===== config.mk =====
export PLATFORM = sky130hd
export DESIGN_NAME = exc_pc_ctrl
export DESIGN_NICKNAME = d
export VERILOG_FILES = /design/src/rtl/exc_pc_pkg.sv /design/src/rtl/exc_resume_calc.sv /design/src/rtl/exc_vector_sel.sv /design/src/rtl/exc_ret_decode.sv /design/src/rtl/exc_pc_ctrl.sv
export SDC_FILE = /design/constraint.sdc
export NUM_CORES = 1
export LEC_CHECK = 0
export BUFFER_PORTS_ARGS = -buffer_cell sky130_fd_sc_hd__buf_4
export CELL_PAD_IN_SITES_DETAIL_PLACEMENT = 0
export CELL_PAD_IN_SITES_GLOBAL_PLACEMENT = 1
export CORE_MARGIN = 5
export CORE_UTILIZATION = 39
export DETAILED_ROUTE_END_ITERATION = 7
export GPL_TIMING_DRIVEN = 0
export PLACE_DENSITY = 0.84
export SLEW_MARGIN = 20
export SYNTH_ARGS = -nofsm -noshare
export SYNTH_HDL_FRONTEND = slang
export SYNTH_SLANG_ARGS = --single-unit

===== constraint.sdc =====
create_clock -name clk -period 4.36 [get_ports clk]
set_input_delay 0.436 -clock clk [delete_from_list [all_inputs] [get_ports clk]]
set_output_delay 0.436 -clock clk [all_outputs]
set_load 0.1 [all_outputs]

===== src/rtl/exc_pc_pkg.sv =====
package exc_pc_pkg;
   typedef enum logic [1:0] {
      KIND_ORD  = 2'd0,
      KIND_DBG  = 2'd1,
      KIND_ERR  = 2'd2,
      KIND_ORD2 = 2'd3
   } exc_kind_e;

   localparam int CODE_W = 5;
endpackage


===== src/rtl/exc_resume_calc.sv =====
module exc_resume_calc #(
   parameter int XLEN = 32
) (
   input  logic [XLEN-1:0] pc,
   input  logic            mode16,
   input  logic            in_dslot,
   input  logic            branch16,
   output logic [XLEN-1:0] resume
);
   localparam logic [XLEN-1:0] STEP_HALF = XLEN'(2);
   localparam logic [XLEN-1:0] STEP_WORD = XLEN'(4);

   logic [XLEN-1:0] tagged_pc;

   always_comb begin
      tagged_pc = {pc[XLEN-1:1], mode16};
      if (in_dslot)
         resume = tagged_pc - (branch16 ? STEP_HALF : STEP_WORD);
      else
         resume = tagged_pc;
   end
endmodule


===== src/rtl/exc_vector_sel.sv =====
module exc_vector_sel
   import exc_pc_pkg::*;
#(
   parameter int              XLEN        = 32,
   parameter int              OFS_W       = 10,
   parameter int              BASE_ALIGN  = 10,
   parameter bit              PROG_BASE_EN = 1'b1,
   parameter logic [XLEN-1:0] BOOT_BASE   = XLEN'(32'h8000_0000),
   parameter logic [XLEN-1:0] DBG_VEC     = XLEN'(32'hBFC0_0480),
   parameter logic [XLEN-1:0] ERR_VEC     = XLEN'(32'hBFC0_0000)
) (
   input  exc_kind_e        kind,
   input  logic [OFS_W-1:0] vec_offset,
   input  logic             use_prog_base,
   input  logic [XLEN-1:0]  prog_base,
   output logic [XLEN-1:0]  vec_pc
);
   localparam logic [XLEN-1:0] ALIGN_MASK = ~((XLEN'(1) << BASE_ALIGN) - XLEN'(1));

   logic [XLEN-1:0] ord_base;

   generate
      if (PROG_BASE_EN) begin : g_prog_base
         assign ord_base = use_prog_base ? (prog_base & ALIGN_MASK) : BOOT_BASE;
      end else begin : g_fixed_base
         logic unused_base;
         assign unused_base = use_prog_base ^ (^prog_base);
         assign ord_base    = BOOT_BASE;
      end
   endgenerate

   always_comb begin
      unique case (kind)
         KIND_DBG: vec_pc = DBG_VEC;
         KIND_ERR: vec_pc = ERR_VEC;
         default:  vec_pc = ord_base + XLEN'(vec_offset);
      endcase
   end
endmodule


===== src/rtl/exc_ret_decode.sv =====
module exc_ret_decode #(
   parameter int XLEN = 32
) (
   input  logic            ret_debug,
   input  logic            erl,
   input  logic [XLEN-1:0] epc,
   input  logic [XLEN-1:0] error_epc,
   input  logic [XLEN-1:0] depc,
   output logic [XLEN-1:0] ret_pc,
   output logic            ret_mode16,
   output logic            clr_erl,
   output logic            clr_exl
);
   logic [XLEN-1:0] saved;

   always_comb begin
      clr_erl = 1'b0;
      clr_exl = 1'b0;
      if (ret_debug) begin
         saved = depc;
      end else if (erl) begin
         saved   = error_epc;
         clr_erl = 1'b1;
      end else begin
         saved   = epc;
         clr_exl = 1'b1;
      end
      ret_pc     = {saved[XLEN-1:1], 1'b0};
      ret_mode16 = saved[0];
   end
endmodule


===== src/rtl/exc_pc_ctrl.sv =====
module exc_pc_ctrl
   import exc_pc_pkg::*;
#(
   parameter int              XLEN         = 32,
   parameter int              OFS_W        = 10,
   parameter int              BASE_ALIGN   = 10,
   parameter bit              PROG_BASE_EN = 1'b1,
   parameter logic [XLEN-1:0] BOOT_BASE    = XLEN'(32'h8000_0000),
   parameter logic [XLEN-1:0] DBG_VEC      = XLEN'(32'hBFC0_0480),
   parameter logic [XLEN-1:0] ERR_VEC      = XLEN'(32'hBFC0_0000)
) (
   input  logic              clk,
   input  logic              rst,
   input  logic              exc_valid,
   input  logic [1:0]        exc_kind,
   input  logic [CODE_W-1:0] exc_code,
   input  logic              ret_valid,
   input  logic              ret_debug,
   input  logic [XLEN-1:0]   cur_pc,
   input  logic              cur_mode16,
   input  logic              in_dslot,
   input  logic              branch16,
   input  logic [OFS_W-1:0]  vec_offset,
   input  logic              use_prog_base,
   input  logic [XLEN-1:0]   prog_base,
   output logic              redirect,
   output logic [XLEN-1:0]   redirect_pc,
   output logic              mode16_out,
   output logic              dslot_clear,
   output logic [XLEN-1:0]   epc,
   output logic [XLEN-1:0]   error_epc,
   output logic [XLEN-1:0]   depc,
   output logic              exl,
   output logic              erl,
   output logic              bev,
   output logic              cause_bd,
   output logic [CODE_W-1:0] cause_code
);
   generate
      if (XLEN < 16) begin : g_bad_xlen
         $error("exc_pc_ctrl: XLEN must be at least 16");
      end
      if (OFS_W > XLEN || BASE_ALIGN >= XLEN) begin : g_bad_ofs
         $error("exc_pc_ctrl: OFS_W and BASE_ALIGN must fit in XLEN");
      end
   endgenerate

   exc_kind_e       kind;
   logic [XLEN-1:0] resume_pc;
   logic [XLEN-1:0] vec_pc;
   logic [XLEN-1:0] ret_pc;
   logic            ret_mode16;
   logic            clr_erl;
   logic            clr_exl;
   logic            is_ord;

   assign kind   = exc_kind_e'(exc_kind);
   assign is_ord = (kind == KIND_ORD) || (kind == KIND_ORD2);

   exc_resume_calc #(.XLEN(XLEN)) u_resume (
      .pc       (cur_pc),
      .mode16   (cur_mode16),
      .in_dslot (in_dslot),
      .branch16 (branch16),
      .resume   (resume_pc)
   );

   exc_vector_sel #(
      .XLEN         (XLEN),
      .OFS_W        (OFS_W),
      .BASE_ALIGN   (BASE_ALIGN),
      .PROG_BASE_EN (PROG_BASE_EN),
      .BOOT_BASE    (BOOT_BASE),
      .DBG_VEC      (DBG_VEC),
      .ERR_VEC      (ERR_VEC)
   ) u_vector (
      .kind          (kind),
      .vec_offset    (vec_offset),
      .use_prog_base (use_prog_base),
      .prog_base     (prog_base),
      .vec_pc        (vec_pc)
   );

   exc_ret_decode #(.XLEN(XLEN)) u_ret (
      .ret_debug  (ret_debug),
      .erl        (erl),
      .epc        (epc),
      .error_epc  (error_epc),
      .depc       (depc),
      .ret_pc     (ret_pc),
      .ret_mode16 (ret_mode16),
      .clr_erl    (clr_erl),
      .clr_exl    (clr_exl)
   );

   always_ff @(posedge clk) begin
      if (rst) begin
         redirect    <= 1'b0;
         redirect_pc <= '0;
         mode16_out  <= 1'b0;
         dslot_clear <= 1'b0;
         epc         <= '0;
         error_epc   <= '0;
         depc        <= '0;
         exl         <= 1'b0;
         erl         <= 1'b0;
         bev         <= 1'b0;
         cause_bd    <= 1'b0;
         cause_code  <= '0;
      end else begin
         redirect    <= 1'b0;
         dslot_clear <= 1'b0;
         if (exc_valid) begin
            redirect    <= 1'b1;
            redirect_pc <= vec_pc;
            mode16_out  <= 1'b0;
            if (kind == KIND_DBG) begin
               depc        <= resume_pc;
               dslot_clear <= 1'b1;
               if (!exl) cause_bd <= 1'b0;
            end else if (kind == KIND_ERR) begin
               error_epc   <= resume_pc;
               erl         <= 1'b1;
               bev         <= 1'b1;
               dslot_clear <= 1'b1;
               if (!exl) cause_bd <= 1'b0;
            end else begin
               if (!exl) begin
                  epc      <= resume_pc;
                  cause_bd <= in_dslot;
               end
               exl        <= 1'b1;
               cause_code <= exc_code;
            end
         end else if (ret_valid) begin
            redirect    <= 1'b1;
            redirect_pc <= ret_pc;
            mode16_out  <= ret_mode16;
            if (clr_erl) erl <= 1'b0;
            if (clr_exl) exl <= 1'b0;
         end
      end
   end

   assert_entry_mode32_R7: assert property (@(posedge clk) disable iff (rst)
      exc_valid |=> (redirect && !mode16_out));

   assert_idle_quiet_R7: assert property (@(posedge clk) disable iff (rst)
      (!exc_valid && !ret_valid) |=> !redirect);

   assert_ret_even_R10: assert property (@(posedge clk) disable iff (rst)
      (ret_valid && !exc_valid) |=> (redirect && !redirect_pc[0]));

   assert_err_status_R3: assert property (@(posedge clk) disable iff (rst)
      (exc_valid && kind == KIND_ERR) |=> (erl && bev && dslot_clear));

   assert_ord_sets_exl_R4: assert property (@(posedge clk) disable iff (rst)
      (exc_valid && is_ord) |=> exl);

   assert_exl_holds_epc_R5: assert property (@(posedge clk) disable iff (rst)
      (exc_valid && is_ord && exl) |=> ($stable(epc) && $stable(cause_bd)));

   assert_ret_wait_R13: assert property (@(posedge clk) disable iff (rst)
      (exc_valid && ret_valid) |=> (redirect_pc == $past(vec_pc)));
endmodule


==> run summary, run 1 <==
After clock tree synthesis, the repair step resized 0 gates. The tool flagged a number of max-cap violations equal to 0. Summing all non-filler instances in the final layout gives an area of 8922 µm². Final count of hold timing violations: 0. The number of flops mapped to enable cells by yosys works out to 0. Utilization of the core after routing: 0.5438. The number of buffers added on ports was 216; the final wirelength was 25.38 mm. Hold is met by 256.9 ps. The count of routing violations after the opening detailed-route iteration is 638, and the growth of design area from synthesis to finish is 38.68%.

The worst path in the final design needs a cycle of 2452 ps, including I/O delays and setup. The logs give 0.4356 for the sequential area share after synthesis and 0.2567 for the global router's overall resource usage. The clock-pin transition on the worst setup and hold timing paths was 60 ps; the area of the multi-input gates was 3294 µm². Clock latency on the worst-skew pair, taken at its later pin, is 430 ps.

Dividing the detail-routed via count by the number of cells gives 5.430. Counting every sink on the clock net gives 140. At the pin with the least slew margin, the transition time is 851.3 ps. The placed cell area is 8330 µm², and the antenna violation net count after detailed routing is 0.

In this run the worst path has a maximum fanout of 6. The logs give 0 for the remaining routing DRC violations and 0 for the initial antenna violation count. The first-pass detailed-route iteration total is 6, and the fill cell instance count of the final layout is 1,583. TritonCTS built the clock tree. Total via count in the routed design: 6,630. In the final routed layout, each cell accounts on average for 20.79 µm.

The async set-reset flop share out of synthesis was 0; the cts-stage hold buffer count was 0. For this run, the number of Yosys warnings is 0. The logs give 5.333 ps for the clock skew after layout and 19,170 µm² for the die footprint. The highest ir drop seen on vdd was 0.0003109 V; the share of post-route cells with drive strength above 1 was 0.2717. Setup violations remaining at the end of the flow were counted as 0. Sort of element at the start of the critical path: an input pin. The worst setup path is captured at a flip-flop. The number of flip-flops and latches in the synthesized netlist works out to 140. The relative slew slack is 0.4303. By startpoint and endpoint, the worst setup path is classified as input pin to flip-flop. Cell area after synthesis: 6434 µm².

The floorplan die height came out at 138.4 µm. Based on the critical path, the design can be clocked at up to 407.8 MHz. The net count of the finished layout is 1,083. The first global-routing pass estimated 38.38 mm of wire.

The min-delay analysis places its worst path in the category input pin to flip-flop. Among all flip-flop cells after synthesis, the most frequent one is dfxtp_1. The power density over the cells was 452.8 nW/µm²; the die extent in x was 138.4 µm.

The number of nets produced by synthesis was 848. The data required time at the worst endpoint is 4650 ps, and the number of buffers on the longest clock path is 2. Final worst-path cycle share: 0.5624. Largest net degree at the start of global routing: 17. The analysis attributes to cell leakage a power of 3.522 nW. The number of instances in the synthesized netlist came out at 753. The logs give 0 for the final number of max-transition violations and 0 for the total global routing overflow. The tools report the row count as 47. The total power of the final layout is 4.040 mW, and the total clock buffers created by CTS is 17. The run gives 16,410 µm² as the placeable core area. Once detailed placement completed, the half-perimeter wirelength came to 19.58 mm.

The tools report the number of distinct library cells after synthesis as 46. The effective utilization at floorplan came out at 0.3921. Pin placement for this block handled 230 I/O pins. The number of antenna diodes in the final layout is 0. STA puts the critical path data arrival time at 2740 ps.

Setup repair after global routing left no endpoint under its margin. Summed over all failing endpoints, the final setup total negative slack is 0 ps. The logs give 2803 µm² for the area occupied by registers and 6,285 for the via count of the first global-routing pass. The run gives 0 as the number of setup buffers added after CTS. The flow ran to the end, and the final reports show no timing, DRC or antenna violations.

The clock tree synthesis step divided the H-tree into 4 levels. The cell at the root of the clock tree is clkbuf_16. The congestion estimate from routability-driven global placement came to 0.9544. Each instance of the synthesized netlist takes up on average 8.544 µm².
## layer usage
layer | GRT usage | routed length [µm] | part of all wire | vias to the layer above
met4 | 0.07852 | 512 | 0.020 | 0
met5 | 0 | 0 | 0 | -
met1 | 0.3499 | 10870 | 0.43 | 3111
li1 | - | - | - | 3184
met2 | 0.4006 | 11770 | 0.46 | 302
met3 | 0.06733 | 2227 | 0.088 | 33
## flip-flops by register name, indices dropped and copies added (netlist names)
| signal | count |
|---|---|
| redirect | 1 |
| exl | 1 |
| epc | 32 |
| cause_code | 5 |
| cause_bd | 1 |
| redirect_pc | 32 |
| dslot_clear | 1 |
| depc | 32 |
| mode16_out | 1 |
| bev | 1 |
| erl | 1 |
| error_epc | 32 |
## cell usage after synthesis, types with 3 or more instances
master    number  area share
nand3b_1       3      0.0035
mux2i_1       22       0.034
nor4_1         3      0.0029
buf_6          3      0.0053
and2_1         3      0.0029
clkbuf_1      44       0.026
nand2_1       53       0.031
and3_1         3      0.0029
nand3_1        5      0.0039
a211oi_2       5      0.0097
inv_1          8      0.0047
nor2b_1        5      0.0049
nor3_1        28       0.022
buf_4          6      0.0070
nand4b_1       3      0.0041
xnor2_1       10       0.014
buf_1          5      0.0029
a222oi_1      11       0.017
a21oi_1       30       0.023
dfxtp_1      140        0.44
o211ai_1      15       0.018
nor2_1       139       0.081
nand4_1       10      0.0097
nor3b_1        4      0.0047
ha_1           4      0.0078
nand2b_1      11       0.011
o21ai_0       30       0.023
buf_2          7      0.0054
o21a_1         4      0.0047
a221oi_1       4      0.0054
a211oi_1      98        0.11
xor2_1        19       0.026
## worst max-delay path: stages
cell and delay [ps]:
buf_4 110, inv_1 60, ha_1 160, inv_1 50
fa_1 430, nor4b_4 330, nor2b_1 470, nand4_1 170
xor2_1 390, a211oi_1 130
## worst paths after layout
check	startpoint	endpoint	slack, ps	cells past startpoint
setup / recovery	cur_pc[1]	depc[29]	1910	10
hold / removal	exc_code[0]	cause_code[0]	260	3
setup reg to reg	erl	redirect_pc[31]	2000	7
hold reg to reg	cause_code[4]	cause_code[4]	450	2
## placed cells by master (no fill, tap or decap), drive strengths merged, types with 8 or more instances in the layout
| master | netlist | layout |
|---|---|---|
| xor2 | 19 | 19 |
| nor3 | 29 | 29 |
| a21oi | 30 | 30 |
| xnor2 | 10 | 10 |
| buf | 21 | 237 |
| a222oi | 11 | 11 |
| dfxtp | 140 | 140 |
| nand2b | 11 | 11 |
| inv | 8 | 8 |
| a211oi | 103 | 103 |
| o211ai | 15 | 15 |
| nand2 | 53 | 53 |
| nand4 | 10 | 10 |
| clkbuf | 44 | 70 |
| mux2i | 22 | 22 |
| o21ai | 30 | 30 |
| nor2 | 139 | 139 |
## where the power goes
group / leakage [nW] / total (mW) / switching (mW) / internal (mW)
Clock: 0.290 / 1.45 / 0.537 / 0.915
Sequential: 1.15 / 1.43 / 0.0661 / 1.36
Combinational: 2.08 / 1.16 / 0.891 / 0.269
Total: 3.52 / 4.04 / 1.49 / 2.55
## cell families after synthesis
logic type               Yosys count  share of synthesized area
AND/OR/NAND/NOR                  280                     0.2046
AO/OA/AOI/OAI                    202                     0.2211
flip-flops                       140                     0.4356
buffers and inverters             74                    0.05231
XOR/XNOR                          29                    0.03948
multiplexers                      23                    0.03598
adder cells (fa/ha/maj)            5                    0.01089
## cell type report
class                   instances  area share
well taps                     220     0.03085
plain buffers                  66     0.03436
clock inverters                 6    0.009255
clock buffers                  26     0.05707
flip-flops and latches        140      0.3141
multi-input cells             539      0.3692
repair buffers                216      0.1817
inverters                       8    0.003366
## per-stage QoR
stage               setup WS (ps)  std cells
global route                 1732       1221
CTS                          1914       1221
finish                       1908       1221
floorplan                    1985        753
global placement             1462       1189
detailed placement           1470       1189
No activity file was read; power rests on OpenSTA's default activity.
==> run 2, diff against run 1 <==
--- a/config.mk
+++ b/config.mk
@@ -5,14 +5,15 @@
 export SDC_FILE = /design/constraint.sdc
 export NUM_CORES = 1
 export LEC_CHECK = 0
+export ABC_AREA = 1
 export BUFFER_PORTS_ARGS = -buffer_cell sky130_fd_sc_hd__buf_4
 export CELL_PAD_IN_SITES_DETAIL_PLACEMENT = 0
 export CELL_PAD_IN_SITES_GLOBAL_PLACEMENT = 1
 export CORE_MARGIN = 5
-export CORE_UTILIZATION = 39
+export CORE_UTILIZATION = 36
 export DETAILED_ROUTE_END_ITERATION = 7
 export GPL_TIMING_DRIVEN = 0
-export PLACE_DENSITY = 0.84
+export PLACE_DENSITY = 0.79
 export SLEW_MARGIN = 20
 export SYNTH_ARGS = -nofsm -noshare
 export SYNTH_HDL_FRONTEND = slang
==> constraint.sdc (replaced) <==
create_clock -name clk -period 2.3 [get_ports clk]
set_input_delay 0.23 -clock clk [delete_from_list [all_inputs] [get_ports clk]]
set_output_delay 0.23 -clock clk [all_outputs]
set_load 0.1 [all_outputs]
==> run 2 against run 1 <==
Compared with the run above: clock power increased by 93%; cell count increased by 26%; area after synthesis increased by 11%; critical endpoint is now redirect_pc[12]; largest power group unchanged; highest routed layer unchanged.
==> run summary, run 2 <==
The highest ir drop seen on vdd came out at 0.0005455 V (+75%). Compared with the post-synthesis result, the final layout area differs by 35.27%. The cell count after placement came out at 1,508 (+27%). The tools report the number of diodes added for antenna fixing as 0 (unchanged). The clock-pin transition on the worst setup and hold timing paths came out at 60 ps (about the same). Xor/xnor share of the synthesized area: 0.01227 (-0.02721). The logs give 535.0 MHz for the top achievable clock speed and 2580 ps (-2070 ps) for the data required time at the worst endpoint. The routed length per placed instance is 18.75 µm (-9.8%). The smallest clock period supported by the final layout is computed as 1869 ps. Most frequent cell after synthesis: nand2_1.

The run gives 0 (unchanged) as the count of warnings emitted by yosys. The logs give 0 ps (unchanged) for the accumulated negative setup slack and 0 (unchanged) for the post-CTS resize count. The run gives 1,357 (+25%) as the net count of the finished layout. The tools report the final count of hold timing violations as 0 (unchanged). The clock sink count came out at 140 (unchanged). In this run the clock root is driven by a clkbuf_16. Antenna violation net count after detailed routing: 0 (unchanged). The final number of max-transition violations is 0 (unchanged), and the final worst-path cycle share is 0.8127. The tools report the cts-stage hold buffer count as 0 (unchanged).

Sorting the synthesized cells by area gives the leading types as dfxtp_1 (39%), nand2_1 (9.3%), inv_1 (8.8%), o21ai_0 (6.0%), a21oi_1 (5.9%). The average vias per placed instance is 4.958 (-8.7%), and the adder-cell share of the synthesized area is 0.009813 (-0.001078). The transition time of the tightest slew-check pin came out at 752.1 ps (-99.23 ps).

The logs give 0.4986 (+0.06825) for the relative slew slack and 22.55 mm (+15%) for the estimated wirelength of the detail-placed design. First-pass GRT wire length: 42.41 mm (+10%). The critical path start-end classification was flip-flop to flip-flop. The post-route non-filler standard cell count was 1,538 (+26%); the total clock buffers created by CTS was 17 (unchanged).

The run gives 28.84 mm (+14%) as the final wirelength. The share of the synthesized area in the top cell type was 0.3925 (-0.04313); the power density over the cells was 800.2 nW/µm² (+77%). The number of flip-flops and latches in the synthesized netlist is 140 (unchanged), and the largest net degree at the start of global routing is 17 (unchanged). The die footprint came out at 22,750 µm² (+19%). The first-pass detailed-route iteration total was 5 (-1). Worst min-delay path class: input pin to flip-flop.

The last weighted congestion value of the routability-driven placer was 0.9202 (-3.6%); the async set-reset flop share out of synthesis was 0 (unchanged). The proportion of synthesized area in mux cells is 0.001402 (-0.03458). The post-synthesis compound-gate area fraction was 0.2029 (-0.01821).

Setup repair after global routing left no endpoint under its margin. The library cells used most frequently in the layout, excluding fill and tap cells, are buf_4 (215), nand2_1 (176), inv_1 (167). The run finished with clean final reports. The top-level port count was 230 (unchanged); the placeable core area was 19,530 µm² (+19%). Number of buffers added on ports: 214 (-0.93%). The tools report the total via count in the routed design as 7,625 (+15%).

The floorplan die height was 150.8 µm (+9.0%); the average footprint of a synthesized cell was 6.939 µm² (-19%). The static power due to leakage was 4.794 nW (+36%); the number of distinct library cells after synthesis was 48 (+4.3%). TritonCTS built the clock tree. The synthesized design spends more area on one cell type than any other, namely dfxtp_1.

The number of setup buffers added after CTS was 0 (unchanged); the remaining routing DRC violations was 0 (unchanged). The via count of the first global-routing pass is 7,039 (+12%). The number of buffers on the longest clock path was 2 (unchanged); the cell area after synthesis was 7141 µm² (+11%).

STA classifies the critical path endpoint as a flip-flop. The count of maximum capacitance violations was 0 (unchanged). After synthesis, the largest family of logic cells by area is simple AND/OR/NAND/NOR gates. The final setup violation count is 0 (unchanged). After synthesis, the most frequently instantiated cells are nand2_1 (176), inv_1 (167), dfxtp_1 (140). Clock skew after layout: 7.266 ps (+1.933 ps). The die extent in x is 150.8 µm (+9.0%).

The total global routing overflow came out at 0 (unchanged). Global router's overall resource usage: 0.2497 (-0.006938). Sort of element at the start of the critical path: a flip-flop. The number of nets produced by synthesis is 1,124 (+33%).

The run gives 0 (unchanged) as the initial antenna violation count. Hold path depth: 3 (unchanged). The share of post-route cells with drive strength above 1 was 0.2537 (-0.01800). Effective utilization at floorplan: 0.3657 (-0.02644). The library cell used most frequently in the layout, excluding fill and tap cells, is buf_4. The tools report the arrival time at the worst endpoint as 2150 ps (-590 ps). The biggest fanout along the worst timing path was 10 (+4). For this run, the leading register cell type out of synthesis is dfxtp_1. The logic depth of the worst register-to-register path is 7 (unchanged). The run gives 4 (unchanged) as the maximum level of the CTS H-tree. The count of routing violations after the opening detailed-route iteration was 607 (-4.9%); the sequential area share after synthesis was 0.3925 (-0.04313). The number of flops mapped to enable cells by yosys is 0 (unchanged), and the row count is 51 (+8.5%). For the latest clock arrival within the worst-skew pair, the log shows 430 ps (about the same).

The number of instances in the synthesized netlist was 1,029 (+37%); the share of synthesized cell area in and, or, nand and nor gates was 0.2513 (+0.04668).
run 2: kinds of logic (layout without fill, tap and decap cells):
kind of cell | Yosys count | after routing
AND/OR/NAND/NOR | 389 | 389
AO/OA/AOI/OAI | 254 | 254
adder cells (fa/ha/maj) | 5 | 5
flip-flops | 140 | 140
multiplexers | 1 | 1
buffers and inverters | 230 | 474
XOR/XNOR | 10 | 10
run 2: cell type report:
cell class | count | area (µm²)
fillers | 2058 | 9867
multi-input cells | 659 | 3411
flip-flops and latches | 140 | 2803
repair buffers | 214 | 1607
inverters | 176 | 663.1
clock buffers | 21 | 460.4
well taps | 265 | 331.6
plain buffers | 54 | 264.0
clock inverters | 9 | 120.1
run 2: path summary, 6_finish.rpt:
| check | slack (ps) | from | end |
|---|---|---|---|
| worst min-delay path | 60 | cur_mode16 | error_epc[0] |
| worst max-delay path | 430 | erl | redirect_pc[12] |
| worst min register to register | 450 | redirect_pc[10] | redirect_pc[10] |
| worst max register to register | 430 | erl | redirect_pc[12] |
run 2: where the power goes:
group	internal (mW)	total [mW]	switching, mW
Combinational	0.491	2.24	1.75
Sequential	2.58	2.69	0.109
Clock	1.74	2.80	1.06
Total	4.81	7.73	2.92
run 2: per-layer routing:
metal,GRT usage,part of all wire,vias to the layer above
met5,0,0,-
met4,0.06754,0.018,0
met3,0.05416,0.082,33
met2,0.3976,0.45,303
met1,0.3433,0.45,3504
li1,-,-,3785
run 2: per-stage QoR:
stage / area [µm²] / hold WS (ps) / setup WS (ps) / power (mW) / utilization
2_1_floorplan: 7141 / 364.9 / 358.1 / 4.342 / -
3_3_place_gp: 9079 / 441.7 / 66.05 / 4.969 / 0.4649
3_5_place_dp: 9079 / 443.3 / 67.46 / 4.976 / 0.4649
4_1_cts: 9659 / 39.89 / 488.5 / 7.742 / 0.4947
5_1_grt: 9659 / 51.11 / 337.4 / 7.971 / 0.4947
6_report: 9659 / 56.84 / 430.7 / 7.730 / 0.4947
run 2: critical path: stages (launching register included):
cell	delay [ps]
dfxtp_1	400
inv_1	70
nand2_1	90
buf_2	300
buf_2	370
o221ai_1	280
nand2_1	130
a31oi_1	70
==> run 3, diff against run 2 <==
--- a/config.mk
+++ b/config.mk
@@ -5,15 +5,15 @@
 export SDC_FILE = /design/constraint.sdc
 export NUM_CORES = 1
 export LEC_CHECK = 0
-export ABC_AREA = 1
+export ABC_AREA = 0
 export BUFFER_PORTS_ARGS = -buffer_cell sky130_fd_sc_hd__buf_4
 export CELL_PAD_IN_SITES_DETAIL_PLACEMENT = 0
 export CELL_PAD_IN_SITES_GLOBAL_PLACEMENT = 1
 export CORE_MARGIN = 5
-export CORE_UTILIZATION = 36
+export CORE_UTILIZATION = 33
 export DETAILED_ROUTE_END_ITERATION = 7
 export GPL_TIMING_DRIVEN = 0
-export PLACE_DENSITY = 0.79
+export PLACE_DENSITY = 0.75
 export SLEW_MARGIN = 20
 export SYNTH_ARGS = -nofsm -noshare
 export SYNTH_HDL_FRONTEND = slang
==> constraint.sdc (replaced) <==
create_clock -name clk -period 1.6 [get_ports clk]
set_input_delay 0.16 -clock clk [delete_from_list [all_inputs] [get_ports clk]]
set_output_delay 0.16 -clock clk [all_outputs]
set_load 0.1 [all_outputs]
==> run 3 against run 2 <==
Compared with the run above: sequential power rose by 46%; wire length fell by 0.78%; the run now ends with setup timing left; core utilization rose by 1.7 points; critical endpoint is now depc[19]; via count fell by 8.9%.
==> run summary, run 3 (synthesis gave the netlist of run 1 again) <==
The remaining routing DRC violations came out at 0 (unchanged). The run finished, with violations left. The antenna violation net count after detailed routing is 0 (unchanged). For the latest clock arrival within the worst-skew pair, the log shows 430 ps (about the same). The first-pass detailed-route iteration total came out at 7 (+2). The run gives -272.7 ps (-703.3 ps) as the smallest setup slack after layout. The placeable core area is 19,330 µm² (-0.98%).

In this run the worst setup path begins at cur_pc[1]. The tools report the first-pass GRT wire length as 41.83 mm (-1.4%). The die extent in x is 149.6 µm (-0.80%). Relative to the synthesized area, the layout overhead comes to 53.79%. The tools report the maximum level of the CTS H-tree as 4 (unchanged). The area of the multi-input gates came out at 3770 µm² (+11%). In this run the critical register-to-register path is launched from erl. Startpoint of the lowest-slack hold path: prog_base[31]. The routed length per placed instance was 22.01 µm (+17%). The number of buffers added on ports was 216 (+0.93%). The via count of the first global-routing pass came out at 6,812 (-3.2%). The data required time at the worst endpoint was 1940 ps (-640 ps); the power density over the cells was 1126 nW/µm² (+41%). Clock sink count: 140 (unchanged). The post-route non-filler standard cell count came out at 1,300 (-15%).

The final critical delay including setup and external delays was 1873 ps; the floorplan die height was 149.6 µm (-0.80%). The tools report the effective utilization at floorplan as 0.3328 (-0.03294). Final count of hold timing violations: 0 (unchanged). The element type at the critical path end is a flip-flop. The number of buffers on the longest clock path was 2 (unchanged). The static power due to leakage was 3.872 nW (-19%). The area occupied by registers came out at 2841 µm² (+1.4%).

Arrival time at the worst endpoint: 2220 ps (+70 ps). TritonCTS built the clock tree. For this run, the top clock speed supported by timing is 534.0 MHz. The utilization of the core after routing is 0.5117 (+0.01706), and the total global routing overflow is 0 (unchanged).

The relative slew slack is 0.4342 (-0.06439), and the final number of max-transition violations is 0 (unchanged). The clock-pin transition on the worst setup and hold timing paths came out at 60 ps (about the same). The tools report the cell at the root of the clock tree as clkbuf_16. The transition time of the tightest slew-check pin was 845.6 ps (+93.46 ps).

The logs give 0.2483 (-0.001392) for the global router's overall resource usage and 11.14 mW (+44%) for the total power of the final layout. The total clock buffers created by CTS was 17 (unchanged); the initial antenna violation count was 1 (+1). The final wirelength was 28.61 mm (-0.78%); the row count was 51 (unchanged).

The worst setup path is launched from an input pin. The cell count after placement was 1,234 (-18%); the share of post-route cells with drive strength above 1 was 0.3965 (+0.1428). The top cell types in the final layout, fill and taps aside, are buf_4 (234), nor2_1 (138), dfxtp_1 (111).

Count of routing violations after the opening detailed-route iteration: 616 (+1.5%). By startpoint and endpoint, the worst setup path is classified as input pin to flip-flop. The tools report the net count of the finished layout as 1,116 (-18%).

The run gives 22,390 µm² (-1.6%) as the die footprint. The worst min-delay path class is input pin to flip-flop. Setup repair after global routing could not meet its margin everywhere. The largest net degree at the start of global routing was 17 (unchanged). The biggest fanout along the worst timing path works out to 4 (-6). The estimated wirelength of the detail-placed design was 21.43 mm (-5.0%). The accumulated negative setup slack is -6809 ps (-6809 ps), and the average vias per placed instance is 5.344 (+7.8%). The tools report the worst-case hold slack as 31.60 ps (-25.25 ps).

The final reports fail on setup timing. The final worst-path cycle share was 1.170; the last weighted congestion value of the routability-driven placer was 0.8899 (-3.3%). Clock skew after layout: 6.524 ps (-0.7416 ps).

The final setup violation count is 39 (+39), and the highest ir drop seen on vdd is 0.0005638 V (+3.4%). The total via count in the routed design is 6,947 (-8.9%), and the fill cell instance count of the final layout is 1,897 (-7.8%). Top-level port count: 230 (unchanged). The count of maximum capacitance violations came out at 0 (unchanged). The commonest non-fill, non-tap cell in the layout is buf_4.
-- run 3: critical path: stages --
cell,delay [ps]
buf_8,110
inv_12,40
ha_4,110
inv_2,30
fa_2,360
nor4b_4,330
buf_4,180
nand4_1,100
buf_6,170
nor3_4,140
xnor2_2,150
buf_4,160
a211oi_2,160
-- run 3: metrics by stage --
step	worst slack, ps	instance area, µm²
after floorplan	-347.5	6545
after global placement	-1003	8498
after detailed placement	-1020	8498
after CTS	-210.3	9494
after global routing	-362.1	9894
final	-272.7	9894
-- run 3: timing repair --
item                                    4_1_cts  5_1_grt
setup buffers                                13       12
endpoints found under the setup margin       82      100
hold endpoints to repair                     11        0
pin swaps                                    28       34
gates resized for setup                      51       80
gates cloned                                  0        2
hold buffers                                 10        0
-- run 3: worst paths after layout --
| path | end | slack [ps] | cells after the start |
|---|---|---|---|
| max | depc[19] | -270 | 13 |
| min | redirect_pc[31] | 30 | 3 |
| max reg2reg | redirect_pc[12] | 20 | 6 |
| min reg2reg | cause_code[3] | 450 | 2 |
-- run 3: where the power goes --
part | total, mW | internal [mW] | switching [mW]
clock | 3.85 | 2.36 | 1.49
sequential | 3.92 | 3.72 | 0.194
combinational | 3.37 | 0.841 | 2.53
total | 11.1 | 6.93 | 4.22
-- run 3: cell type report --
cell class              instances  area share
multi-input cells             539      0.3810
flip-flops and latches        140      0.2872
repair buffers                250      0.1985
clock buffers                  24     0.04767
plain buffers                  65     0.03819
well taps                     265     0.03351
clock inverters                 8    0.009358
inverters                       8    0.004299
diodes                          1   0.0002529
-- run 3: routing by layer --
metal | vias up | track usage | share of wire
li1 | 3247 | - | -
met1 | 3364 | 0.3254 | 0.42
met2 | 301 | 0.3934 | 0.47
met3 | 35 | 0.07662 | 0.097
met4 | 0 | 0.07689 | 0.017
met5 | - | 0 | 0
